$ cat src/rtl/rkx_pkg.sv
package rkx_pkg;
    localparam int WORD_W = 32;
    localparam logic [WORD_W-1:0] SEED_BASE = 32'hB7E1_5163;
    localparam logic [WORD_W-1:0] SEED_STEP = 32'h9E37_79B9;

    typedef enum logic [1:0] {
        ST_IDLE,
        ST_FILL,
        ST_MIX
    } phase_e;

    typedef struct packed {
        logic [WORD_W-1:0] x;
        logic [WORD_W-1:0] y;
    } acc_t;

    function automatic logic [WORD_W-1:0] rotl(input logic [WORD_W-1:0] v,
                                               input logic [4:0] n);
        return (v << n) | (v >> (6'd32 - {1'b0, n}));
    endfunction
endpackage

$ cat src/rtl/rkx_keystore.sv
module rkx_keystore #(
    parameter int KEY_BYTES = 32
) (
    input  logic              clk,
    input  logic              rst,
    input  logic              wr_en,
    input  logic [$clog2(KEY_BYTES)-1:0] wr_addr,
    input  logic [7:0]        wr_byte,
    input  logic              load,
    input  logic [$clog2(KEY_BYTES+1)-1:0] key_len,
    input  logic              mix_en,
    input  logic [((KEY_BYTES/4) > 1 ? $clog2(KEY_BYTES/4) : 1)-1:0] kidx,
    input  logic [31:0]       mix_wdata,
    output logic [31:0]       k_word
);
    localparam int NWORDS = KEY_BYTES / 4;

    logic [7:0]  byte_q [KEY_BYTES];
    logic [31:0] wrk_q  [NWORDS];
    logic [31:0] packed_w [NWORDS];

    always_comb begin
        for (int w = 0; w < NWORDS; w++) begin
            for (int k = 0; k < 4; k++) begin
                packed_w[w][8*k +: 8] = ((w*4 + k) < int'(key_len)) ? byte_q[w*4 + k] : 8'h00;
            end
        end
    end

    always_ff @(posedge clk) begin
        if (rst) begin
            for (int n = 0; n < KEY_BYTES; n++) byte_q[n] <= 8'h00;
            for (int w = 0; w < NWORDS; w++) wrk_q[w] <= '0;
        end else begin
            if (wr_en) byte_q[wr_addr] <= wr_byte;
            if (load) begin
                for (int w = 0; w < NWORDS; w++) wrk_q[w] <= packed_w[w];
            end else if (mix_en) begin
                wrk_q[kidx] <= mix_wdata;
            end
        end
    end

    assign k_word = wrk_q[kidx];
endmodule

$ cat src/rtl/rkx_table.sv
module rkx_table
    import rkx_pkg::*;
#(
    parameter int TBL = 44
) (
    input  logic                    clk,
    input  logic                    rst,
    input  logic                    fill_first,
    input  logic                    fill_step,
    input  logic                    mix_en,
    input  logic [$clog2(TBL)-1:0]  widx,
    input  logic [WORD_W-1:0]       mix_wdata,
    input  logic [$clog2(TBL)-1:0]  rd_idx,
    output logic [WORD_W-1:0]       cur_word,
    output logic [WORD_W-1:0]       rd_word
);
    logic [WORD_W-1:0] tbl_q [TBL];
    logic [WORD_W-1:0] run_q;

    always_ff @(posedge clk) begin
        if (rst) begin
            for (int n = 0; n < TBL; n++) tbl_q[n] <= '0;
            run_q <= '0;
        end else if (fill_first) begin
            tbl_q[0] <= SEED_BASE;
            run_q    <= SEED_BASE + SEED_STEP;
        end else if (fill_step) begin
            tbl_q[widx] <= run_q;
            run_q       <= run_q + SEED_STEP;
        end else if (mix_en) begin
            tbl_q[widx] <= mix_wdata;
        end
    end

    assign cur_word = tbl_q[widx];
    assign rd_word  = (int'(rd_idx) < TBL) ? tbl_q[rd_idx] : '0;
endmodule

$ cat src/rtl/rkx_mix.sv
module rkx_mix
    import rkx_pkg::*;
(
    input  logic              clk,
    input  logic              rst,
    input  logic              clear,
    input  logic              mix_en,
    input  logic [WORD_W-1:0] t_word,
    input  logic [WORD_W-1:0] k_word,
    output logic [WORD_W-1:0] t_new,
    output logic [WORD_W-1:0] k_new
);
    acc_t acc_q;
    acc_t acc_d;
    logic [WORD_W-1:0] xy_sum;

    always_comb begin
        acc_d.x = rotl(t_word + acc_q.x + acc_q.y, 5'd3);
        xy_sum  = acc_d.x + acc_q.y;
        acc_d.y = rotl(k_word + xy_sum, xy_sum[4:0]);
    end

    always_ff @(posedge clk) begin
        if (rst || clear) acc_q <= '0;
        else if (mix_en)  acc_q <= acc_d;
    end

    assign t_new = acc_d.x;
    assign k_new = acc_d.y;
endmodule

$ cat src/rtl/rkx_ctrl.sv
module rkx_ctrl
    import rkx_pkg::*;
#(
    parameter int TBL       = 44,
    parameter int KEY_BYTES = 32
) (
    input  logic clk,
    input  logic rst,
    input  logic start,
    input  logic [$clog2(KEY_BYTES+1)-1:0] key_len,
    output logic accept,
    output logic fill_step,
    output logic mix_en,
    output logic [$clog2(TBL)-1:0] tidx,
    output logic [((KEY_BYTES/4) > 1 ? $clog2(KEY_BYTES/4) : 1)-1:0] kidx,
    output logic busy,
    output logic done
);
    localparam int NWORDS = KEY_BYTES / 4;
    localparam int KIW    = (NWORDS > 1) ? $clog2(NWORDS) : 1;
    localparam int TIW    = $clog2(TBL);
    localparam int MAXV   = (NWORDS > TBL) ? NWORDS : TBL;
    localparam int ITW    = $clog2(3*MAXV + 1);

    phase_e           ph_q;
    logic [TIW-1:0]   ti_q;
    logic [KIW-1:0]   kj_q;
    logic [KIW:0]     cw_q;
    logic [ITW-1:0]   it_q;
    logic [ITW-1:0]   lim_q;
    logic [KIW:0]     cw_d;
    logic [ITW-1:0]   lim_d;
    logic             last_it;

    always_comb begin
        int c;
        c = (int'(key_len) + 3) / 4;
        if (c == 0) c = 1;
        cw_d  = (KIW+1)'(c);
        lim_d = ITW'(((c > TBL) ? 3*c : 3*TBL) - 1);
    end

    assign accept    = start && (ph_q == ST_IDLE);
    assign fill_step = (ph_q == ST_FILL);
    assign mix_en    = (ph_q == ST_MIX);
    assign busy      = (ph_q != ST_IDLE);
    assign tidx      = ti_q;
    assign kidx      = kj_q;
    assign last_it   = mix_en && (it_q == lim_q);

    always_ff @(posedge clk) begin
        if (rst) begin
            ph_q  <= ST_IDLE;
            ti_q  <= '0;
            kj_q  <= '0;
            cw_q  <= '0;
            it_q  <= '0;
            lim_q <= '0;
            done  <= 1'b0;
        end else begin
            done <= last_it;
            unique case (ph_q)
                ST_IDLE: if (accept) begin
                    ph_q  <= ST_FILL;
                    ti_q  <= TIW'(1);
                    cw_q  <= cw_d;
                    lim_q <= lim_d;
                end
                ST_FILL: begin
                    if (ti_q == TIW'(TBL-1)) begin
                        ph_q <= ST_MIX;
                        ti_q <= '0;
                        kj_q <= '0;
                        it_q <= '0;
                    end else begin
                        ti_q <= ti_q + 1'b1;
                    end
                end
                ST_MIX: begin
                    ti_q <= (ti_q == TIW'(TBL-1)) ? '0 : ti_q + 1'b1;
                    kj_q <= ({1'b0, kj_q} == cw_q - 1'b1) ? '0 : kj_q + 1'b1;
                    it_q <= it_q + 1'b1;
                    if (last_it) ph_q <= ST_IDLE;
                end
                default: ph_q <= ST_IDLE;
            endcase
        end
    end
endmodule

$ cat src/rtl/round_key_expander.sv
module round_key_expander
    import rkx_pkg::*;
#(
    parameter int ROUNDS    = 20,
    parameter int KEY_BYTES = 32
) (
    input  logic        clk,
    input  logic        rst,
    input  logic        key_we,
    input  logic [$clog2(KEY_BYTES)-1:0]   key_addr,
    input  logic [7:0]  key_data,
    input  logic [$clog2(KEY_BYTES+1)-1:0] key_len,
    input  logic        start,
    output logic        busy,
    output logic        done,
    input  logic [$clog2(2*ROUNDS+4)-1:0]  rd_idx,
    output logic [31:0] rd_word
);
    localparam int TBL    = 2*ROUNDS + 4;
    localparam int TIW    = $clog2(TBL);
    localparam int NWORDS = KEY_BYTES / 4;
    localparam int KIW    = (NWORDS > 1) ? $clog2(NWORDS) : 1;

    logic             accept;
    logic             fill_step;
    logic             mix_en;
    logic [TIW-1:0]   tidx;
    logic [KIW-1:0]   kidx;
    logic [WORD_W-1:0] t_word;
    logic [WORD_W-1:0] k_word;
    logic [WORD_W-1:0] t_new;
    logic [WORD_W-1:0] k_new;

    rkx_ctrl #(.TBL(TBL), .KEY_BYTES(KEY_BYTES)) u_ctrl (
        .clk(clk), .rst(rst), .start(start), .key_len(key_len),
        .accept(accept), .fill_step(fill_step), .mix_en(mix_en),
        .tidx(tidx), .kidx(kidx), .busy(busy), .done(done)
    );

    rkx_keystore #(.KEY_BYTES(KEY_BYTES)) u_keys (
        .clk(clk), .rst(rst), .wr_en(key_we && !busy), .wr_addr(key_addr),
        .wr_byte(key_data), .load(accept), .key_len(key_len),
        .mix_en(mix_en), .kidx(kidx), .mix_wdata(k_new), .k_word(k_word)
    );

    rkx_table #(.TBL(TBL)) u_tbl (
        .clk(clk), .rst(rst), .fill_first(accept), .fill_step(fill_step),
        .mix_en(mix_en), .widx(tidx), .mix_wdata(t_new), .rd_idx(rd_idx),
        .cur_word(t_word), .rd_word(rd_word)
    );

    rkx_mix u_mix (
        .clk(clk), .rst(rst), .clear(accept), .mix_en(mix_en),
        .t_word(t_word), .k_word(k_word), .t_new(t_new), .k_new(k_new)
    );
endmodule

$ cat config.mk
export PLATFORM = sky130hd
export DESIGN_NAME = round_key_expander
export DESIGN_NICKNAME = d
export VERILOG_FILES = /design/src/rtl/rkx_pkg.sv /design/src/rtl/rkx_keystore.sv /design/src/rtl/rkx_table.sv /design/src/rtl/rkx_mix.sv /design/src/rtl/rkx_ctrl.sv /design/src/rtl/round_key_expander.sv
export SDC_FILE = /design/constraint.sdc
export NUM_CORES = 2
export LEC_CHECK = 0
export BUFFER_PORTS_ARGS = -buffer_cell sky130_fd_sc_hd__buf_2
export CAP_MARGIN = 10
export CORE_MARGIN = 10
export CORE_UTILIZATION = 57
export DETAILED_ROUTE_END_ITERATION = 7
export GPL_TIMING_DRIVEN = 0
export PLACE_DENSITY = 0.73
export RECOVER_POWER = 100
export SETUP_SLACK_MARGIN = 0.5
export SLEW_MARGIN = 15
export SYNTH_ARGS = -nofsm -noshare
export SYNTH_HDL_FRONTEND = slang
export SYNTH_HIERARCHICAL = 1
export SYNTH_SLANG_ARGS = --single-unit
export TNS_END_PERCENT = 50
$ cat constraint.sdc
create_clock -name clk -period 12.28 [get_ports clk]
set_clock_uncertainty 0.1 [all_clocks]
set_input_delay 2.456 -clock clk [delete_from_list [all_inputs] [get_ports clk]]
set_output_delay 2.456 -clock clk [all_outputs]
set_load 0.03 [all_outputs]
==> results.md <==
Run status:
- The run finished, with violations left.
- The checks that failed: design-rule violations, max-capacitance violations, max-slew violations.

Setup path:
- The worst-path cell with the longest stage delay is sky130_fd_sc_hd__xnor2_1.
- The worst setup path is launched from a flip-flop.
- The library cell appearing most often on the critical path is sky130_fd_sc_hd__buf_6.
- The largest stage delay on the critical path is 0.63 ns.
- The largest driver fanout on the critical path is 10.
- The reg-to-reg critical path startpoint is u_ctrl/tidx[1].
- The worst-case register-to-register setup slack is between 0.2 and 0.3 ns.
- The depth of the worst register-to-register path is 45.
- The category of the most critical setup path is flip-flop to flip-flop.
- The endpoint arrival time on the critical path is 12.63 ns.
- Data on the critical path is required at its endpoint by 12.90 ns.
- The nature of the critical path endpoint is a flip-flop.
- The reg-to-reg endpoint is u_keys/wrk_q[2][1].

Finish:
- Of the cells placed in the final design, the portion with a size suffix greater than 1 is between 20% and 30%.
- The count of placed standard cells in the final layout, fillers left out is between 10000 and 15000.
- The net count reported at finish is around 10000.
- Cells fill approximately two thirds of the core in the end.
- The library cells used most frequently in the layout, excluding fill and tap cells, are sky130_fd_sc_hd__edfxtp_1, sky130_fd_sc_hd__nor2_1, sky130_fd_sc_hd__mux4_2.
- The fill cell total of the finished layout is around 17000.
- The area growth from synthesis to layout is 13.9%.
- Leaving out fill and tap cells, the most frequent cell in the layout is sky130_fd_sc_hd__edfxtp_1.

Timing:
- Setup violations remaining at the end of the flow were counted as 0.
- The final cycle utilization of the critical path is a little over nine tenths.
- The count of endpoints failing hold in the final timing report was 0.
- The count of pins over their slew limit is around 1500.
- The highest clock rate is between 80 and 90 MHz.
- The transition time of the tightest slew-check pin is about 3.4 ns.
- Setup repair after global routing could not meet its margin everywhere.
- The final-layout setup total negative slack is 0 ns.
- The minimum clock period is between 10 and 15 ns.
- The relative slew slack is -126%.

Worst hold path:
- The hold path startpoint is u_ctrl/lim_q[1].
- The worst hold path terminates at u_ctrl/lim_q[1].
- The worst hold path was traced through 2 stages.
- The class of the worst hold path is flip-flop to flip-flop.

Detailed routing:
- After the first detailed-routing iteration, the DRC count stood at about 18000.
- The via count of the routed design is approximately 100k.
- The top routing layer in use is met5.
- The detail-routed net length per standard cell is about 43 um.
- The average vias per placed instance is ~7.4.
- The met2 routed wirelength is 252 mm.
- The number of DRC violations after detailed routing is 5.
- The routed design uses 83.3 mm of met3 wire.
- The aggregate routed wire length is between 500 and 600 mm.
- The first-pass detailed-route iteration total is 8.
- The remaining number of nets flagged by the antenna check after routing is 0.
- The total routed wire length on the met1 layer is roughly 180 mm.

Logic synthesis:
- The netlist area before placement is 134000 um2.
- After synthesis, the netlist uses about 120 different library cells.
- For this run, the register share of the synthesized area comes to around three fifths.
- The mean instance size in the synthesized netlist is 14.0 um2.
- The number of synthesized flops with an enable pin is between 2000 and 3000.
- The most used flip-flop cell after synthesis is sky130_fd_sc_hd__edfxtp_1.
- The post-synthesis net count is ~9800.
- For this run, asynchronously set or reset flops after synthesis account for 0%.
- The number of warnings reported in the yosys synthesis log is 6.
- In this run, synthesis produced a sequential element count of roughly 2700.
- The number of instances in the synthesized netlist is around 9600.

CTS:
- The clock root buffer is sky130_fd_sc_hd__clkbuf_16.
- The clock tree from TritonCTS is built.
- The clock buffer count from CTS is 300.
- The depth of the CTS H-tree is 5.
- The total number of clock tree sinks is about 2700.
- For this design, the CTS-stage hold fixing added 0 buffers.
- The clock latency reported for the late side of the worst-skew pair is 1.03 ns.
- After clock tree synthesis, the clock-pin slew on the worst setup and hold paths is 0.06 ns.
- The largest buffer count on any clock path is 4.

Floorplanning:
- The region available for standard cell placement spans about 230000 um2.
- The die span in y is a little over 500 um.
- The die area is ~260000 um2.
- The initial standard-cell utilization of the core is around 57%.
- The die is about 500 um wide.
- The number of cell rows is 178.
- The number of top-level design ports is 63.

Placement:
- The count of buffers added on input and output ports is 54.
- The detailed placement HPWL is between 400 and 500 mm.
- Routability-driven placement finished with a final weighted congestion of approximately 1.1.
- Once placement completed, the tool counted placed cells totaling between 10000 and 15000.

GRT:
- The initial antenna violation count is just over 40.
- The via count of the first global-routing pass is 96358.
- Global routing used 44.3% of the available tracks.
- Entering global routing, the biggest net connects 33 pins.
- The wire length of the first global-routing pass is just under 800 mm.
- Global routing finished with a remaining overflow of 0.

Pwr:
- Dividing total power by cell area gives a power density of between 200 and 250 nW/um2.
- The worst-case IR drop observed on VDD is between 0.00015 and 0.0002 V.
- The static leakage power is 53.4 nW.
- The post-layout total power is roughly 32 mW.

Run:
- The number of violations of the max-capacitance limit is 85.
layer usage:
| metal | vias up | GRT usage (%) |
|---|---|---|
| li1 | 38570 | - |
| met5 | - | 0.807 |
| met2 | 9457 | 65.2 |
| met4 | 26 | 37.4 |
| met3 | 2408 | 15.7 |
| met1 | 50608 | 51.9 |
worst max-delay path by stage:
stage / from / end / slack [ns] / cells past startpoint
after floorplan: u_ctrl/tidx[0] / u_keys/wrk_q[2][23] / 1.75 / 49
after global placement: u_ctrl/tidx[1] / u_keys/wrk_q[4][26] / -5.96 / 43
after detailed placement: u_ctrl/tidx[1] / u_keys/wrk_q[4][26] / -5.28 / 45
after CTS: u_ctrl/tidx[0] / u_keys/wrk_q[3][22] / 0.50 / 47
after global routing: u_ctrl/tidx[0] / u_keys/wrk_q[4][12] / 0.14 / 48
final: u_ctrl/tidx[1] / u_keys/wrk_q[2][1] / 0.27 / 45
cell usage after synthesis, types with 101 or more instances:
cell type | instances | area, um2
sky130_fd_sc_hd__mux2i_1 | 215 | 2150
sky130_fd_sc_hd__nor2_1 | 1911 | 7170
sky130_fd_sc_hd__dfxtp_1 | 121 | 2420
sky130_fd_sc_hd__mux4_2 | 953 | 21500
sky130_fd_sc_hd__o21ai_0 | 225 | 1130
sky130_fd_sc_hd__a22o_1 | 263 | 2300
sky130_fd_sc_hd__clkbuf_1 | 438 | 1640
sky130_fd_sc_hd__buf_2 | 271 | 1360
sky130_fd_sc_hd__edfxtp_1 | 2560 | 76900
sky130_fd_sc_hd__a21oi_1 | 249 | 1250
sky130_fd_sc_hd__nand3_1 | 101 | 505
sky130_fd_sc_hd__ha_1 | 102 | 1280
sky130_fd_sc_hd__nand2_1 | 539 | 2020
flip-flops by register name (all words and copies together), names as in the netlist:
register / flops
u_ctrl/tidx: 6
u_tbl/tbl_q: 2048
u_ctrl/kidx: 3
u_mix/acc_q: 64
u_ctrl/cw_q: 4
u_tbl/run_q: 32
u_ctrl/lim_q: 1
u_ctrl/done: 1
u_ctrl/ph_q: 2
u_ctrl/it_q: 8
u_keys/byte_q: 256
u_keys/wrk_q: 256
where the power goes:
part	switching (mW)	internal (mW)
sequential	0.211	10.4
clock	3.72	5.12
combinational	8.23	3.88
worst max-delay path, delay by kind of cell, from the launching register on:
family | cells | cell delay, ns
DFF | 1 | 0.55
xor gates and xnor gates | 3 | 0.89
AOI/OAI and AO/OA | 18 | 3.74
and+or+nand+nor | 7 | 1.63
adders and majority gates | 6 | 1.86
muxes | 2 | 0.88
buffers and inverters | 9 | 1.96
final cells by class:
cell class              instances  area, um2  area share [%]
clock inverters               154       1480           0.966
flip-flops and latches       2681      79300            51.8
repair buffers                260       1780            1.16
inverters                      94        362           0.236
diodes                         44        110          0.0719
plain buffers                 872       4840            3.16
clock buffers                 363       7870            5.14
well taps                    3150       3940            2.57
multi-input cells            5949      53500            34.9
through the flow:
stage                     instance area (um2)  setup slack [ns]  hold WS (ns)
final                                  153000             0.269         0.391
after floorplan                        134000              1.75         0.344
after CTS                              153000             0.495         0.395
after detailed placement               141000             -5.28         0.383
after global placement                 139000             -5.96         0.366
after global routing                   153000             0.142         0.428
kinds of logic (layout without fill, tap and decap cells):
kind of cell	count (synthesis)	after routing	share of synthesized area (%)
AOI/OAI and AO/OA	1565	1565	8.49
and+or+nand+nor	2908	2908	9.02
adders and majority gates	136	136	1.46
DFF	2681	2681	59.0
xor gates and xnor gates	104	104	0.699
muxes	1236	1236	18.1
other	0	44	0
buffers and inverters	966	1743	3.21
repair_timing:
action,CTS,global route
gates resized for setup,652,304
endpoints found under the setup margin,288,288
buffers inserted,59,49
pin swaps,60,104
cloned,1,3
No activity file was read; power rests on OpenSTA's default activity.
